$ cat config.mk
export PLATFORM = sky130hd
export DESIGN_NAME = pack_guard
export DESIGN_NICKNAME = d
export VERILOG_FILES = /design/src/rtl/pg_pkg.sv /design/src/rtl/pg_qual.sv /design/src/rtl/pg_flags.sv /design/src/rtl/pg_switch.sv /design/src/rtl/pack_guard.sv
export SDC_FILE = /design/constraint.sdc
export NUM_CORES = 1
export LEC_CHECK = 0
export ABC_CLOCK_PERIOD_IN_PS = 2000
export BUFFER_PORTS_ARGS = -buffer_cell sky130_fd_sc_hd__clkbuf_2
export CORE_MARGIN = 5
export CORE_UTILIZATION = 40
export CTS_BUF_LIST = sky130_fd_sc_hd__clkbuf_2 sky130_fd_sc_hd__clkbuf_4 sky130_fd_sc_hd__clkbuf_8
export CTS_CLUSTER_SIZE = 40
export DETAILED_ROUTE_END_ITERATION = 7
export PLACE_DENSITY_LB_ADDON = 0.2
export SYNTH_ARGS = -nofsm -noshare
export SYNTH_HDL_FRONTEND = slang
export SYNTH_HIERARCHICAL = 1
export SYNTH_SLANG_ARGS = --single-unit
$ cat constraint.sdc
create_clock -name clk -period 2 [get_ports clk]
set_clock_uncertainty 0.2 [all_clocks]
set_input_delay 0.1 -clock clk [delete_from_list [all_inputs] [get_ports clk]]
set_output_delay 0.1 -clock clk [all_outputs]
set_load 0.005 [all_outputs]
$ cat src/rtl/pg_pkg.sv
package pg_pkg;
  localparam int NF     = 6;
  localparam int F_OV   = 0;
  localparam int F_UV   = 1;
  localparam int F_OCD  = 2;
  localparam int F_SCD  = 3;
  localparam int F_HOT  = 4;
  localparam int F_COLD = 5;

  typedef logic [NF-1:0] fvec_t;

  // fault classes that take away the charge path
  function automatic logic f_chg_drop(input fvec_t t);
    return t[F_OV] | t[F_HOT] | t[F_COLD];
  endfunction

  // fault classes that take away the discharge path
  function automatic logic f_dsg_drop(input fvec_t t);
    return t[F_UV] | t[F_OCD] | t[F_SCD] | t[F_HOT];
  endfunction

  // status-bit positions mapped onto the internal fault flags
  function automatic fvec_t f_clr_mask(input logic [7:0] d);
    fvec_t m;
    m[F_OV]   = d[0];
    m[F_UV]   = d[1];
    m[F_OCD]  = d[2];
    m[F_SCD]  = d[2];
    m[F_HOT]  = d[3];
    m[F_COLD] = d[3];
    return m;
  endfunction

  function automatic logic [7:0] f_status(input fvec_t f, input logic c,
                                          input logic d, input logic l);
    return {1'b0, l, d, c, f[F_HOT] | f[F_COLD], f[F_OCD] | f[F_SCD],
            f[F_UV], f[F_OV]};
  endfunction

  function automatic int unsigned f_umax(input int unsigned a, input int unsigned b);
    return (a > b) ? a : b;
  endfunction
endpackage

$ cat src/rtl/pg_qual.sv
module pg_qual #(
  parameter int unsigned DLY = 1,
  parameter int          W   = 1
) (
  input  logic clk,
  input  logic rst_n,
  input  logic tick,
  input  logic raw,
  output logic trip
);
  localparam logic [W-1:0] LAST = W'(DLY - 1);

  logic [W-1:0] cnt;

  // qualified on the DLY-th ticked edge with the condition present
  assign trip = raw & tick & (cnt == LAST);

  always_ff @(posedge clk) begin
    if (!rst_n)                    cnt <= '0;
    else if (!raw)                 cnt <= '0;
    else if (tick && cnt != LAST)  cnt <= cnt + 1'b1;
  end

  a_r2_hold_without_tick: assert property (@(posedge clk) disable iff (!rst_n)
    (raw && !tick) |=> $stable(cnt));
  a_r3_restart_on_drop: assert property (@(posedge clk) disable iff (!rst_n)
    !raw |=> (cnt == '0));
  a_r2_cnt_bounded: assert property (@(posedge clk) disable iff (!rst_n)
    cnt <= LAST);
endmodule

$ cat src/rtl/pg_flags.sv
module pg_flags
  import pg_pkg::*;
(
  input  logic       clk,
  input  logic       rst_n,
  input  fvec_t      trip,
  input  logic       clr_we,
  input  logic [7:0] clr_data,
  output fvec_t      flags,
  output logic       alert
);
  fvec_t clr_m;
  fvec_t newly;
  fvec_t nxt;

  assign clr_m = clr_we ? f_clr_mask(clr_data) : '0;
  assign newly = trip & ~flags;
  assign nxt   = (flags & ~clr_m) | trip;   // a trip outranks a clear

  always_ff @(posedge clk) begin
    if (!rst_n) begin
      flags <= '0;
      alert <= 1'b0;
    end else begin
      flags <= nxt;
      alert <= |newly;
    end
  end

  for (genvar i = 0; i < NF; i++) begin : g_chk
    a_r8_sticky: assert property (@(posedge clk) disable iff (!rst_n)
      (flags[i] && !clr_m[i]) |=> flags[i]);
    a_r8_set_wins: assert property (@(posedge clk) disable iff (!rst_n)
      trip[i] |=> flags[i]);
  end

  a_r9_alert_cause: assert property (@(posedge clk) disable iff (!rst_n)
    alert |-> (|(flags & ~$past(flags))));
endmodule

$ cat src/rtl/pg_switch.sv
module pg_switch
  import pg_pkg::*;
(
  input  logic  clk,
  input  logic  rst_n,
  input  fvec_t trip,
  input  fvec_t flags,
  input  logic  en_req,
  output logic  chg_en,
  output logic  dsg_en
);
  logic restore;
  logic chg_kill;
  logic dsg_kill;

  assign restore  = en_req && (flags == '0) && (trip == '0);
  assign chg_kill = f_chg_drop(trip);
  assign dsg_kill = f_dsg_drop(trip);

  always_ff @(posedge clk) begin
    if (!rst_n) begin
      chg_en <= 1'b0;
      dsg_en <= 1'b0;
    end else begin
      if (chg_kill)     chg_en <= 1'b0;
      else if (restore) chg_en <= 1'b1;
      if (dsg_kill)     dsg_en <= 1'b0;
      else if (restore) dsg_en <= 1'b1;
    end
  end

  a_r5_chg_drop: assert property (@(posedge clk) disable iff (!rst_n)
    (trip[F_OV] || trip[F_HOT] || trip[F_COLD]) |=> !chg_en);
  a_r6_dsg_drop: assert property (@(posedge clk) disable iff (!rst_n)
    (trip[F_UV] || trip[F_OCD] || trip[F_SCD] || trip[F_HOT]) |=> !dsg_en);
  a_r10_chg_locked: assert property (@(posedge clk) disable iff (!rst_n)
    ((|flags) && !chg_en) |=> !chg_en);
  a_r10_dsg_locked: assert property (@(posedge clk) disable iff (!rst_n)
    ((|flags) && !dsg_en) |=> !dsg_en);
endmodule

$ cat src/rtl/pack_guard.sv
module pack_guard
  import pg_pkg::*;
#(
  parameter int          NCELL    = 4,
  parameter int unsigned OV_DLY   = 2_000_000,
  parameter int unsigned UV_DLY   = 4_000_000,
  parameter int unsigned OCD_DLY  = 20_000,
  parameter int unsigned SCD_DLY  = 70,
  parameter int unsigned HOT_DLY  = 1_000_000,
  parameter int unsigned COLD_DLY = 1_000_000
) (
  input  logic             clk,
  input  logic             rst_n,
  input  logic             tick_us,
  input  logic [NCELL-1:0] ov_cell,
  input  logic [NCELL-1:0] uv_cell,
  input  logic             ocd_cmp,
  input  logic             scd_cmp,
  input  logic             hot_cmp,
  input  logic             cold_cmp,
  input  logic             load_on,
  input  logic             clr_we,
  input  logic [7:0]       clr_data,
  input  logic             en_req,
  output logic             chg_en,
  output logic             dsg_en,
  output logic             alert,
  output logic [7:0]       status
);
  localparam int unsigned DLY_TAB [NF] = '{OV_DLY, UV_DLY, OCD_DLY, SCD_DLY,
                                           HOT_DLY, COLD_DLY};
  localparam int unsigned DMAX = f_umax(f_umax(f_umax(OV_DLY, UV_DLY),
                                               f_umax(OCD_DLY, SCD_DLY)),
                                        f_umax(HOT_DLY, COLD_DLY));
  localparam int CNT_W = $clog2(DMAX + 1);

  fvec_t raw;
  fvec_t trip;
  fvec_t flags;

  assign raw[F_OV]   = |ov_cell;
  assign raw[F_UV]   = |uv_cell;
  assign raw[F_OCD]  = ocd_cmp;
  assign raw[F_SCD]  = scd_cmp;
  assign raw[F_HOT]  = hot_cmp;
  assign raw[F_COLD] = cold_cmp;

  for (genvar g = 0; g < NF; g++) begin : g_qual
    pg_qual #(.DLY(DLY_TAB[g]), .W(CNT_W)) u_q (
      .clk  (clk),
      .rst_n(rst_n),
      .tick (tick_us),
      .raw  (raw[g]),
      .trip (trip[g])
    );
  end

  pg_flags u_flags (
    .clk     (clk),
    .rst_n   (rst_n),
    .trip    (trip),
    .clr_we  (clr_we),
    .clr_data(clr_data),
    .flags   (flags),
    .alert   (alert)
  );

  pg_switch u_sw (
    .clk   (clk),
    .rst_n (rst_n),
    .trip  (trip),
    .flags (flags),
    .en_req(en_req),
    .chg_en(chg_en),
    .dsg_en(dsg_en)
  );

  assign status = f_status(flags, chg_en, dsg_en, load_on);

  a_r1_quiet_after_reset: assert property (@(posedge clk)
    !rst_n |=> (!chg_en && !dsg_en && !alert && status[3:0] == 4'h0));
  a_r7_spare_zero: assert property (@(posedge clk) disable iff (!rst_n)
    status[7] == 1'b0);
endmodule

==> flow_metrics.tcl <==
set metrics [dict create \
    gr-total-overflow 0 \
    die-height_um 148 \
    initial_utilization 0.406 \
    synth_edf_count 0 \
    hold-path-cell-count 0 \
    htreeDepth 4 \
    grt_pass1_wl_um 30500 \
    yosysWarnings 6 \
    core_um2 18800 \
    syn_inst 869 \
    synth_area_leaders "dfxtp_1 (37%), xor2_1 (6.0%), nor2_1 (4.2%)" \
    post-route-period-util 0.998 \
    numCtsBuffers 17 \
    end_kind "flip-flop" \
    clock_tree.root_cell "clkbuf_8" \
    antenna_found_initial 0 \
    fin_setup_tns_ns 0 \
    setup_violations 0 \
    ir_drop_v 0.000369 \
    drc_errors 0 \
    hold_end "status[6]" \
    fill_cells 1739 \
    worstPathRequired_ns 2.14 \
    clk_latency_ns 0.45 \
    drive_gt1_frac 0.303 \
    io_buffer_count 29 \
    cp_data_arrival_time_ns 2.14 \
    mostFrequentLayoutCell "buf_4" \
    cts.sinks 141 \
    final_area_um2 9770 \
    synthArstFlopShare 0 \
    routed_via_density 5.35 \
    max_freq_mhz 501 \
    r2r_setup_slack_ns 0.004 \
    synth_top_area_frac 0.370 \
    num_rows 50 \
    synth_nets 902 \
    finalWirelength_um 17900 \
    antenna_cells 0 \
    synthesis.area_per_instance_um2 8.78 \
    drv_slew 0 \
    io_pins 37 \
    ys_seq_area_frac 0.370 \
    placed_area_um2 8860 \
    die_w_um 148 \
    tritoncts "built" \
    rsz0062_at_grt "yes" \
    start_kind "flip-flop" \
    synth_top_flop_cell "dfxtp_1" \
    synth_area_um2 7630 \
    gp_routability_congestion 0.809 \
    r2r_end "u_sw/dsg_en" \
    r2r_cells 8 \
    vias 6813 \
    synth.ff_latch_count 141 \
    syn_to_final_growth_pct 28.1 \
    crit_fanout 3 \
    wl_per_cell_um 14.1 \
    hold_ws_ns 0.0000425 \
    synth_cell_types 72 \
    r2r_start "g_qual[0].u_q/cnt[20]" \
    grt_pass1_vias 6441 \
    p_per_area_nw_per_um2 584 \
    outcome "completed" \
    drt.antenna.violating_nets 0 \
    min_from "load_on" \
    detailed_place_hpwl_um 12900 \
    dieArea_um2 21900 \
    clockBufferDepth 2 \
    drv_cap 0 \
    grt_max_degree 22 \
    firstDrtPassIters 4 \
    drtIter0Drc 348 \
    layout_common_cells "buf_4 (133), dfxtp_1 (119), nor2_1 (83)" \
    clk_pin_slew_worst_paths_ns 0.08 \
    synth_top_cell_by_area "dfxtp_1" \
    post-route-min-period_ns 2.00 \
    min_path_type "in2out" \
    crit_type "reg2reg" \
    hold_viol_final 0 \
    nNetsFinal 1060 \
    power_leakage_nw 3.61 \
    grt_usage 0.167 \
]
cell type report:
| class | instances | area, um2 | share of cell area |
|---|---|---|---|
| clock inverters | 10 | 160 | 0.0164 |
| repair buffers | 179 | 1340 | 0.137 |
| inverters | 14 | 52.6 | 0.00538 |
| clock buffers | 22 | 297 | 0.0303 |
| well taps | 234 | 293 | 0.0300 |
| multi-input cells | 674 | 4780 | 0.490 |
| flip-flops and latches | 141 | 2850 | 0.292 |
worst max-delay path by stage:
| stage | endpoint | start | slack [ns] |
|---|---|---|---|
| CTS | g_qual[0].u_q/cnt[0] | g_qual[0].u_q/cnt[20] | -0.006 |
| global route | u_sw/dsg_en | g_qual[0].u_q/cnt[20] | -0.12 |
| finish | u_sw/dsg_en | g_qual[0].u_q/cnt[20] | 0.004 |
| floorplan | u_sw/chg_en | g_qual[1].u_q/cnt[14] | 0.005 |
| global placement | u_sw/dsg_en | g_qual[0].u_q/cnt[20] | -0.06 |
| detailed placement | u_sw/dsg_en | g_qual[0].u_q/cnt[20] | -0.04 |
what timing repair did:
item | 4_1_cts | 5_1_grt
buffers inserted | 1 | 10
resized for setup | 4 | 56
hold endpoints to repair | 60 | 0
pin swaps | 3 | 21
endpoints found under the setup margin | 3 | 46
hold buffers | 13 | 0
cell usage after synthesis, types with 6 or more instances:
library cell	number
nand3_2	9
a21oi_1	56
a211oi_1	7
nor2_1	85
nand2b_1	12
o21ai_1	13
or4_1	20
buf_4	7
nand4_2	8
o211ai_1	7
xor2_1	52
nor2b_1	6
nor4_1	9
o31ai_1	15
and4_1	13
nor4b_2	6
o21ai_0	22
and2_1	13
nor4_4	6
buf_2	7
nor3_1	12
nand2_1	76
nand3_1	48
nand4_1	32
and3_1	11
clkbuf_1	18
dfxtp_1	141
inv_1	14
ha_1	7
or3_1	25
mux2i_1	15
cells by family (layout without fill, tap and decap cells):
logic type                 count (synthesis)  in the layout  share of synthesized area
DFF                                      141            141                      0.370
muxes                                     15             15                     0.0197
AOI/OAI and AO/OA                        153            153                      0.128
and+or+nand+nor                          441            441                      0.367
adders and majority gates                  7              7                     0.0115
other                                      1              1                   0.000492
xor gates and xnor gates                  57             57                     0.0655
buffers and inverters                     54            225                     0.0374
stage by stage:
stage	total power, mW	setup slack (ns)	instances	util
floorplan	3.04	0.00461	869	-
global placement	3.15	-0.0644	1218	0.472
detailed placement	3.16	-0.0353	1218	0.472
CTS	5.79	-0.00607	1264	0.504
global route	5.96	-0.116	1274	0.521
finish	5.70	0.00408	1274	0.521
registers in the layout (all words and copies together) (netlist names):
| register | flops |
|---|---|
| g_qual.u_q/cnt | 132 |
| u_flags/alert | 1 |
| u_sw/chg_en | 1 |
| u_sw/dsg_en | 1 |
| u_flags/flags | 6 |
report_power, final:
| part | internal [mW] | leakage, nW | total (mW) | switching [mW] |
|---|---|---|---|---|
| Combinational | 0.122 | 2.24 | 0.279 | 0.157 |
| Clock | 1.50 | 0.221 | 2.59 | 1.09 |
| Sequential | 2.82 | 1.15 | 2.84 | 0.0124 |
per-layer routing:
| layer | global-route usage | up-vias | wire, um |
|---|---|---|---|
| met2 | 0.261 | 81 | 8160 |
| met1 | 0.229 | 3189 | 8960 |
| li1 | - | 3523 | - |
| met4 | 0.0573 | 0 | 319 |
| met5 | 0 | - | 0 |
| met3 | 0.0353 | 20 | 478 |
critical path, stage by stage, from the launching register on:
cell and delay [ns]:
dfxtp_2 0.35, nand4_1 0.15, nor4b_2 0.34, nand3_1 0.15, nor3_2 0.17, buf_4 0.15
nor2_2 0.04, a31oi_1 0.10, and4bb_2 0.24
No activity file was read; power rests on OpenSTA's default activity.
